==> src/rtl/ptw_pkg.sv <==
package ptw_pkg;

    parameter int unsigned PA_W       = 32;
    parameter int unsigned VA_W       = 32;
    parameter int unsigned DIR_IDX_W  = 10;
    parameter int unsigned TBL_IDX_W  = 10;
    parameter int unsigned OFS_W      = 12;
    parameter int unsigned ENT_SHIFT  = 2;
    parameter int unsigned VALID_POS  = 0;
    parameter int unsigned PRESENT_POS = 1;

    localparam int unsigned FRAME_W = PA_W - OFS_W;

    typedef enum logic [1:0] {
        FLT_OK     = 2'b00,
        FLT_AV_DIR = 2'b01,
        FLT_AV_TBL = 2'b10,
        FLT_PAGE   = 2'b11
    } fault_e;

    typedef enum logic [1:0] {
        WS_IDLE     = 2'd0,
        WS_READ_DIR = 2'd1,
        WS_READ_PT  = 2'd2,
        WS_DONE     = 2'd3
    } walk_state_e;

    typedef enum logic [1:0] {
        EV_INVALID = 2'd0,
        EV_ABSENT  = 2'd1,
        EV_USABLE  = 2'd2
    } entry_verdict_e;

    typedef struct packed {
        logic [DIR_IDX_W-1:0] dir_idx;
        logic [TBL_IDX_W-1:0] tbl_idx;
        logic [OFS_W-1:0]     ofs;
    } va_fields_t;

    typedef struct packed {
        logic [FRAME_W-1:0] frame;
        entry_verdict_e     verdict;
    } entry_info_t;

    function automatic logic [PA_W-1:0] entry_addr(
        input logic [FRAME_W-1:0] frame,
        input logic [PA_W-1:0]    idx
    );
        logic [PA_W-1:0] base;
        base = {frame, {OFS_W{1'b0}}};
        return base + (idx << ENT_SHIFT);
    endfunction

endpackage

==> src/rtl/ptw_entry_chk.sv <==
module ptw_entry_chk
    import ptw_pkg::*;
#(
    parameter int unsigned ENT_W = PA_W
) (
    input  logic [ENT_W-1:0] entry,
    output entry_info_t      info
);
    localparam int unsigned FRAME_LSB = OFS_W;

    always_comb begin
        info.frame = entry[ENT_W-1:FRAME_LSB];
        if (!entry[VALID_POS]) begin
            info.verdict = EV_INVALID;
        end else if (!entry[PRESENT_POS]) begin
            info.verdict = EV_ABSENT;
        end else begin
            info.verdict = EV_USABLE;
        end
    end
endmodule

==> src/rtl/ptw_addr_gen.sv <==
module ptw_addr_gen
    import ptw_pkg::*;
#(
    parameter int unsigned LEVELS = 2
) (
    input  logic               level_sel,
    input  logic [FRAME_W-1:0] root_frame,
    input  logic [FRAME_W-1:0] tbl_frame,
    input  va_fields_t         va,
    output logic [PA_W-1:0]    addr
);
    logic [PA_W-1:0] lvl_addr [LEVELS];

    for (genvar g = 0; g < LEVELS; g++) begin : g_level
        if (g == 0) begin : g_dir
            assign lvl_addr[g] = entry_addr(root_frame, PA_W'(va.dir_idx));
        end else begin : g_tbl
            assign lvl_addr[g] = entry_addr(tbl_frame, PA_W'(va.tbl_idx));
        end
    end

    assign addr = level_sel ? lvl_addr[1] : lvl_addr[0];
endmodule

==> src/rtl/ptw_ctrl.sv <==
module ptw_ctrl
    import ptw_pkg::*;
(
    input  logic           clk,
    input  logic           rst,
    input  logic           req_valid,
    input  logic           mem_req_ready,
    input  logic           mem_rsp_valid,
    input  entry_verdict_e verdict,
    output logic           req_ready,
    output logic           accept,
    output logic           mem_req_valid,
    output logic           level_sel,
    output logic           load_tbl,
    output logic           finish,
    output fault_e         fault,
    output logic           done
);
    walk_state_e state_q, state_d;
    logic        issued_q;
    logic        in_read;
    logic        rsp_take;

    assign req_ready     = (state_q == WS_IDLE);
    assign accept        = req_valid && req_ready;
    assign in_read       = (state_q == WS_READ_DIR) || (state_q == WS_READ_PT);
    assign mem_req_valid = in_read && !issued_q;
    assign rsp_take      = in_read && issued_q && mem_rsp_valid;
    assign level_sel     = (state_q == WS_READ_PT);
    assign done          = (state_q == WS_DONE);

    always_comb begin
        state_d  = state_q;
        load_tbl = 1'b0;
        finish   = 1'b0;
        fault    = FLT_OK;
        unique case (state_q)
            WS_IDLE: begin
                if (accept) begin
                    state_d = WS_READ_DIR;
                end
            end
            WS_READ_DIR: begin
                if (rsp_take) begin
                    unique case (verdict)
                        EV_USABLE: begin
                            state_d  = WS_READ_PT;
                            load_tbl = 1'b1;
                        end
                        EV_ABSENT: begin
                            state_d = WS_DONE;
                            finish  = 1'b1;
                            fault   = FLT_PAGE;
                        end
                        default: begin
                            state_d = WS_DONE;
                            finish  = 1'b1;
                            fault   = FLT_AV_DIR;
                        end
                    endcase
                end
            end
            WS_READ_PT: begin
                if (rsp_take) begin
                    state_d = WS_DONE;
                    finish  = 1'b1;
                    unique case (verdict)
                        EV_USABLE: fault = FLT_OK;
                        EV_ABSENT: fault = FLT_PAGE;
                        default:   fault = FLT_AV_TBL;
                    endcase
                end
            end
            default: begin
                state_d = WS_IDLE;
            end
        endcase
    end

    always_ff @(posedge clk) begin
        if (rst) begin
            state_q  <= WS_IDLE;
            issued_q <= 1'b0;
        end else begin
            state_q <= state_d;
            if (mem_req_valid && mem_req_ready) begin
                issued_q <= 1'b1;
            end else if (rsp_take) begin
                issued_q <= 1'b0;
            end
        end
    end
endmodule

==> src/rtl/pt_walker.sv <==
module pt_walker
    import ptw_pkg::*;
(
    input  logic            clk,
    input  logic            rst,
    input  logic [PA_W-1:0] root_base,
    input  logic            req_valid,
    output logic            req_ready,
    input  logic [VA_W-1:0] req_vaddr,
    output logic            mem_req_valid,
    input  logic            mem_req_ready,
    output logic [PA_W-1:0] mem_req_addr,
    input  logic            mem_rsp_valid,
    input  logic [PA_W-1:0] mem_rsp_data,
    output logic            done,
    output logic [PA_W-1:0] done_paddr,
    output logic [1:0]      done_fault
);
    va_fields_t         va_q;
    logic [FRAME_W-1:0] root_frame_q;
    logic [FRAME_W-1:0] tbl_frame_q;
    logic [PA_W-1:0]    paddr_q;
    fault_e             fault_q;

    entry_info_t ent_info;
    logic        accept;
    logic        level_sel;
    logic        load_tbl;
    logic        finish;
    fault_e      fault;

    ptw_ctrl u_ctrl (
        .clk           (clk),
        .rst           (rst),
        .req_valid     (req_valid),
        .mem_req_ready (mem_req_ready),
        .mem_rsp_valid (mem_rsp_valid),
        .verdict       (ent_info.verdict),
        .req_ready     (req_ready),
        .accept        (accept),
        .mem_req_valid (mem_req_valid),
        .level_sel     (level_sel),
        .load_tbl      (load_tbl),
        .finish        (finish),
        .fault         (fault),
        .done          (done)
    );

    ptw_entry_chk #(.ENT_W(PA_W)) u_entry (
        .entry (mem_rsp_data),
        .info  (ent_info)
    );

    ptw_addr_gen #(.LEVELS(2)) u_addr (
        .level_sel  (level_sel),
        .root_frame (root_frame_q),
        .tbl_frame  (tbl_frame_q),
        .va         (va_q),
        .addr       (mem_req_addr)
    );

    always_ff @(posedge clk) begin
        if (rst) begin
            va_q         <= '0;
            root_frame_q <= '0;
            tbl_frame_q  <= '0;
            paddr_q      <= '0;
            fault_q      <= FLT_OK;
        end else begin
            if (accept) begin
                va_q         <= va_fields_t'(req_vaddr);
                root_frame_q <= root_base[PA_W-1:OFS_W];
            end
            if (load_tbl) begin
                tbl_frame_q <= ent_info.frame;
            end
            if (finish) begin
                fault_q <= fault;
                paddr_q <= (fault == FLT_OK) ? {ent_info.frame, va_q.ofs} : '0;
            end
        end
    end

    assign done_paddr = paddr_q;
    assign done_fault = fault_q;
endmodule

==> config.mk <==
export PLATFORM = sky130hd
export DESIGN_NAME = pt_walker
export DESIGN_NICKNAME = d
export VERILOG_FILES = /design/src/rtl/ptw_pkg.sv /design/src/rtl/ptw_entry_chk.sv /design/src/rtl/ptw_addr_gen.sv /design/src/rtl/ptw_ctrl.sv /design/src/rtl/pt_walker.sv
export SDC_FILE = /design/constraint.sdc
export NUM_CORES = 1
export LEC_CHECK = 0
export CORE_UTILIZATION = 44
export CTS_CLUSTER_DIAMETER = 30
export CTS_CLUSTER_SIZE = 8
export DETAILED_ROUTE_END_ITERATION = 8
export PLACE_DENSITY = 0.89
export SYNTH_ARGS = -nofsm -noshare
export SYNTH_HDL_FRONTEND = slang
export SYNTH_SLANG_ARGS = --single-unit
==> constraint.sdc <==
create_clock -name clk -period 2.2 [get_ports clk]
set_input_delay 0.22 -clock clk [delete_from_list [all_inputs] [get_ports clk]]
set_output_delay 0.22 -clock clk [all_outputs]
set_load 0.1 [all_outputs]
==> flow_summary.ini <==
[floorplan]
ioPinCount = 170
die_x_um = 102.7
initial_core_util = 0.4541
die_y_um = 102.7
std_cell_rows = 36
die-area_um2 = 10540
core-area_um2 = 9819

[sta]
worst_pin_slew_ns = 0.6392
fmax_mhz = 478.7
post-route-period-util = 0.9495
slew_headroom = 0.5728
drv_slew = 0
setup_slack_ns = 0.1112
rsz0062_at_grt = no
setup_viol = 0
post-route-min-period_ns = 2.089
hold_viol = 0
skew_ns = 0.009613
timing.hold.ws_ns = 0.3689
fin_setup_tns_ns = 0

[worst_hold_path]
holdPathEnd = done_paddr[1]$_SDFFE_PP0P_
worstHoldStart = rst
worstHoldPathCells = 4
hold_path.class = in2reg

[final_layout]
antenna_cells = 0
layout-drive-gt1-share = 0.2066
final_net_count = 768
syn2layout_area_growth_pct = 43.72

[cts]
htreeDepth = 3
cts_tree = done
post_cts_resized = 0
clkTransAtPathRegs_ns = 0.10
clk_path_buf_depth = 2
cts_buffers = 9
post_cts_buffers = 0
cts_sinks = 109
cts-root-buf = clkbuf_8
postCtsHoldBufs = 0
worst_skew_pair.late_latency_ns = 0.36

[critical_path]
crit_arrival_ns = 1.87
crit_path_cell_trace = inv_1 > ha_4 > clkbuf_16 > mux2_2 > buf_12
r2r_slack_ns = 0.24
start_kind = register
r2r_end = done_fault[0]$_SDFFE_PP0P_
crit_fanout = 15
r2r_start = u_ctrl.state_q[1]$_SDFFE_PP0P_
worstSetupEndpointType = output port
critical_path_class = reg2out
slowest_delay_ns = 0.37
cpMaxStageDelayCell = mux2_2
critPathBufInv = 3
crit_family = buffers and inverters
critPathRequiredTime_ns = 1.98
worst-r2r-cell-count = 6

[drt]
via_count = 4278
drc = 0
drt-vias-per-instance = 5.341
drt_first_iter_violations = 178
firstDrtPassIters = 4
wl_per_cell_um = 16.30
routed_wl_um = 13060
ant_nets = 0

[global_route]
grt_overflow = 0
grt_pass1_wl_um = 20000
grt.total_usage = 0.2469
grt_pass1_vias = 4242
antenna_found_initial = 0
grt_max_degree = 53

[yosys]
ys_seq_elements = 109
synth_area_leaders = dfxtp_1 (49%), nand2_1 (12%), a21oi_1 (8.1%)
netlist_area_um2 = 4459
yosysTopAreaCell = dfxtp_1
syn_inst = 539
yosysWarningCount = 0
synth_cell_type_count = 34
synth.avg_cell_area_um2 = 8.273
yosysTopAreaCellShare = 0.4893
synth-seq-area-share = 0.4893

[placement]
dp_hpwl_um = 9175
dp_slack_ns = 0.3089
port_buffers = 145
gp_congestion = 0.8112

[job]
cap_violations = 0

[power_and_ir_drop]
powerDensity_nw_per_um2 = 1057
power.total_mw = 6.771
irDropWorstVdd_uv = 601.1
p_leak_nw = 2.412

[run_status]
status = finished, final reports clean
==> through the flow <==
step | area [um2] | util | instances
4_1_cts | 6374 | 0.6491 | 800
3_3_place_gp | 6190 | 0.6304 | 784
2_1_floorplan | 4466 | - | 540
6_report | 6409 | 0.6527 | 801
5_1_grt | 6409 | 0.6527 | 801
3_5_place_dp | 6190 | 0.6304 | 784
==> worst max path at each step <==
stage / from / endpoint / slack, ns / cells after the start
2_1_floorplan: u_ctrl.state_q[0]$_SDFFE_PP0P_ / root_frame_q[18]$_SDFFE_PP0P_ / 0.15 / 6
3_3_place_gp: u_ctrl.state_q[1]$_SDFFE_PP0P_ / done_fault[0]$_SDFFE_PP0P_ / 0.43 / 6
3_5_place_dp: u_ctrl.state_q[0]$_SDFFE_PP0P_ / done_fault[0]$_SDFFE_PP0P_ / 0.31 / 6
4_1_cts: u_ctrl.state_q[0]$_SDFFE_PP0P_ / mem_req_addr[12] / 0.02 / 5
5_1_grt: u_ctrl.state_q[0]$_SDFFE_PP0P_ / mem_req_addr[18] / 0.03 / 5
6_report: u_ctrl.state_q[0]$_SDFFE_PP0P_ / mem_req_addr[18] / 0.11 / 5
==> placed cells by master (no fill, tap or decap), types with 2 or more instances in the layout <==
cell             count
and2_1               2
mux2_2              31
nand2_1            140
o21ai_0             42
conb_1               2
inv_8                2
nor2_1               4
clkbuf_8             9
buf_12              34
o21ai_1             11
inv_1                3
buf_4               46
clkdlybuf4s50_1     77
clkinv_4             3
a21oi_1             72
ha_1                 3
dfxtp_1            109
mux2i_1              2
nand3_1             53
==> cell usage after synthesis (all sizes together) <==
cell type / instances
buf: 27
nor2: 4
and2: 3
and4: 1
conb: 1
a2111oi: 1
or2: 1
o21ai: 53
nand2: 141
ha: 4
and3b: 1
a21oi: 74
mux2: 31
a21bo: 1
dfxtp: 109
nand4: 1
clkbuf: 20
clkinv: 1
mux2i: 2
a41oi: 1
nand3: 53
inv: 3
a211oi: 1
o221a: 1
nor4b: 1
a22oi: 1
nor2b: 2
==> flip-flops by register name, summed over array words and instances, names as in the netlist <==
signal / cells
u_ctrl.state_q: 2
root_frame_q: 20
tbl_frame_q: 20
u_ctrl.issued_q: 1
done_paddr: 32
va_q: 32
done_fault: 2
==> routing by layer <==
layer / up-vias / track usage / wire length [um]
li1: 2069 / - / -
met1: 2039 / 0.2710 / 5249
met2: 148 / 0.4528 / 6719
met3: 22 / 0.05763 / 829
met4: 0 / 0.1066 / 256
met5: - / 0 / 0
==> power by group <==
group          switching, mW  internal [mW]  total, mW
Sequential             0.118           2.17       2.29
Clock                  0.697          0.435       1.13
Combinational           2.15           1.20       3.35
Total                   2.97           3.80       6.77
==> cell families (layout without fill, tap and decap cells) <==
logic type	count (synthesis)	in the layout	share of synthesized area
simple gates	208	208	0.1978
compound gates	133	133	0.1583
flops	109	109	0.4893
buf+inv	51	179	0.05976
mux	33	33	0.08277
fa+ha+maj	4	4	0.01122
other cells	1	2	0.0008409
==> worst register-to-register path, stage by stage (launching register included) <==
cell,delay [ns]
dfxtp_1,0.44
inv_1,0.10
ha_1,0.39
nand3_1,0.23
a21oi_4,0.35
buf_12,0.21
o221a_2,0.20
==> layout make-up <==
| class | instances | area (um2) |
|---|---|---|
| Timing Repair Buffer | 159 | 1827 |
| Clock inverter | 6 | 56.30 |
| Tap cell | 133 | 166.4 |
| Inverter | 4 | 15.01 |
| Multi-Input combinational cell | 380 | 2034 |
| Sequential cell | 109 | 2182 |
| Fill cell | 816 | 3411 |
| Clock buffer | 10 | 127.6 |
No activity file was read; power rests on OpenSTA's default activity.
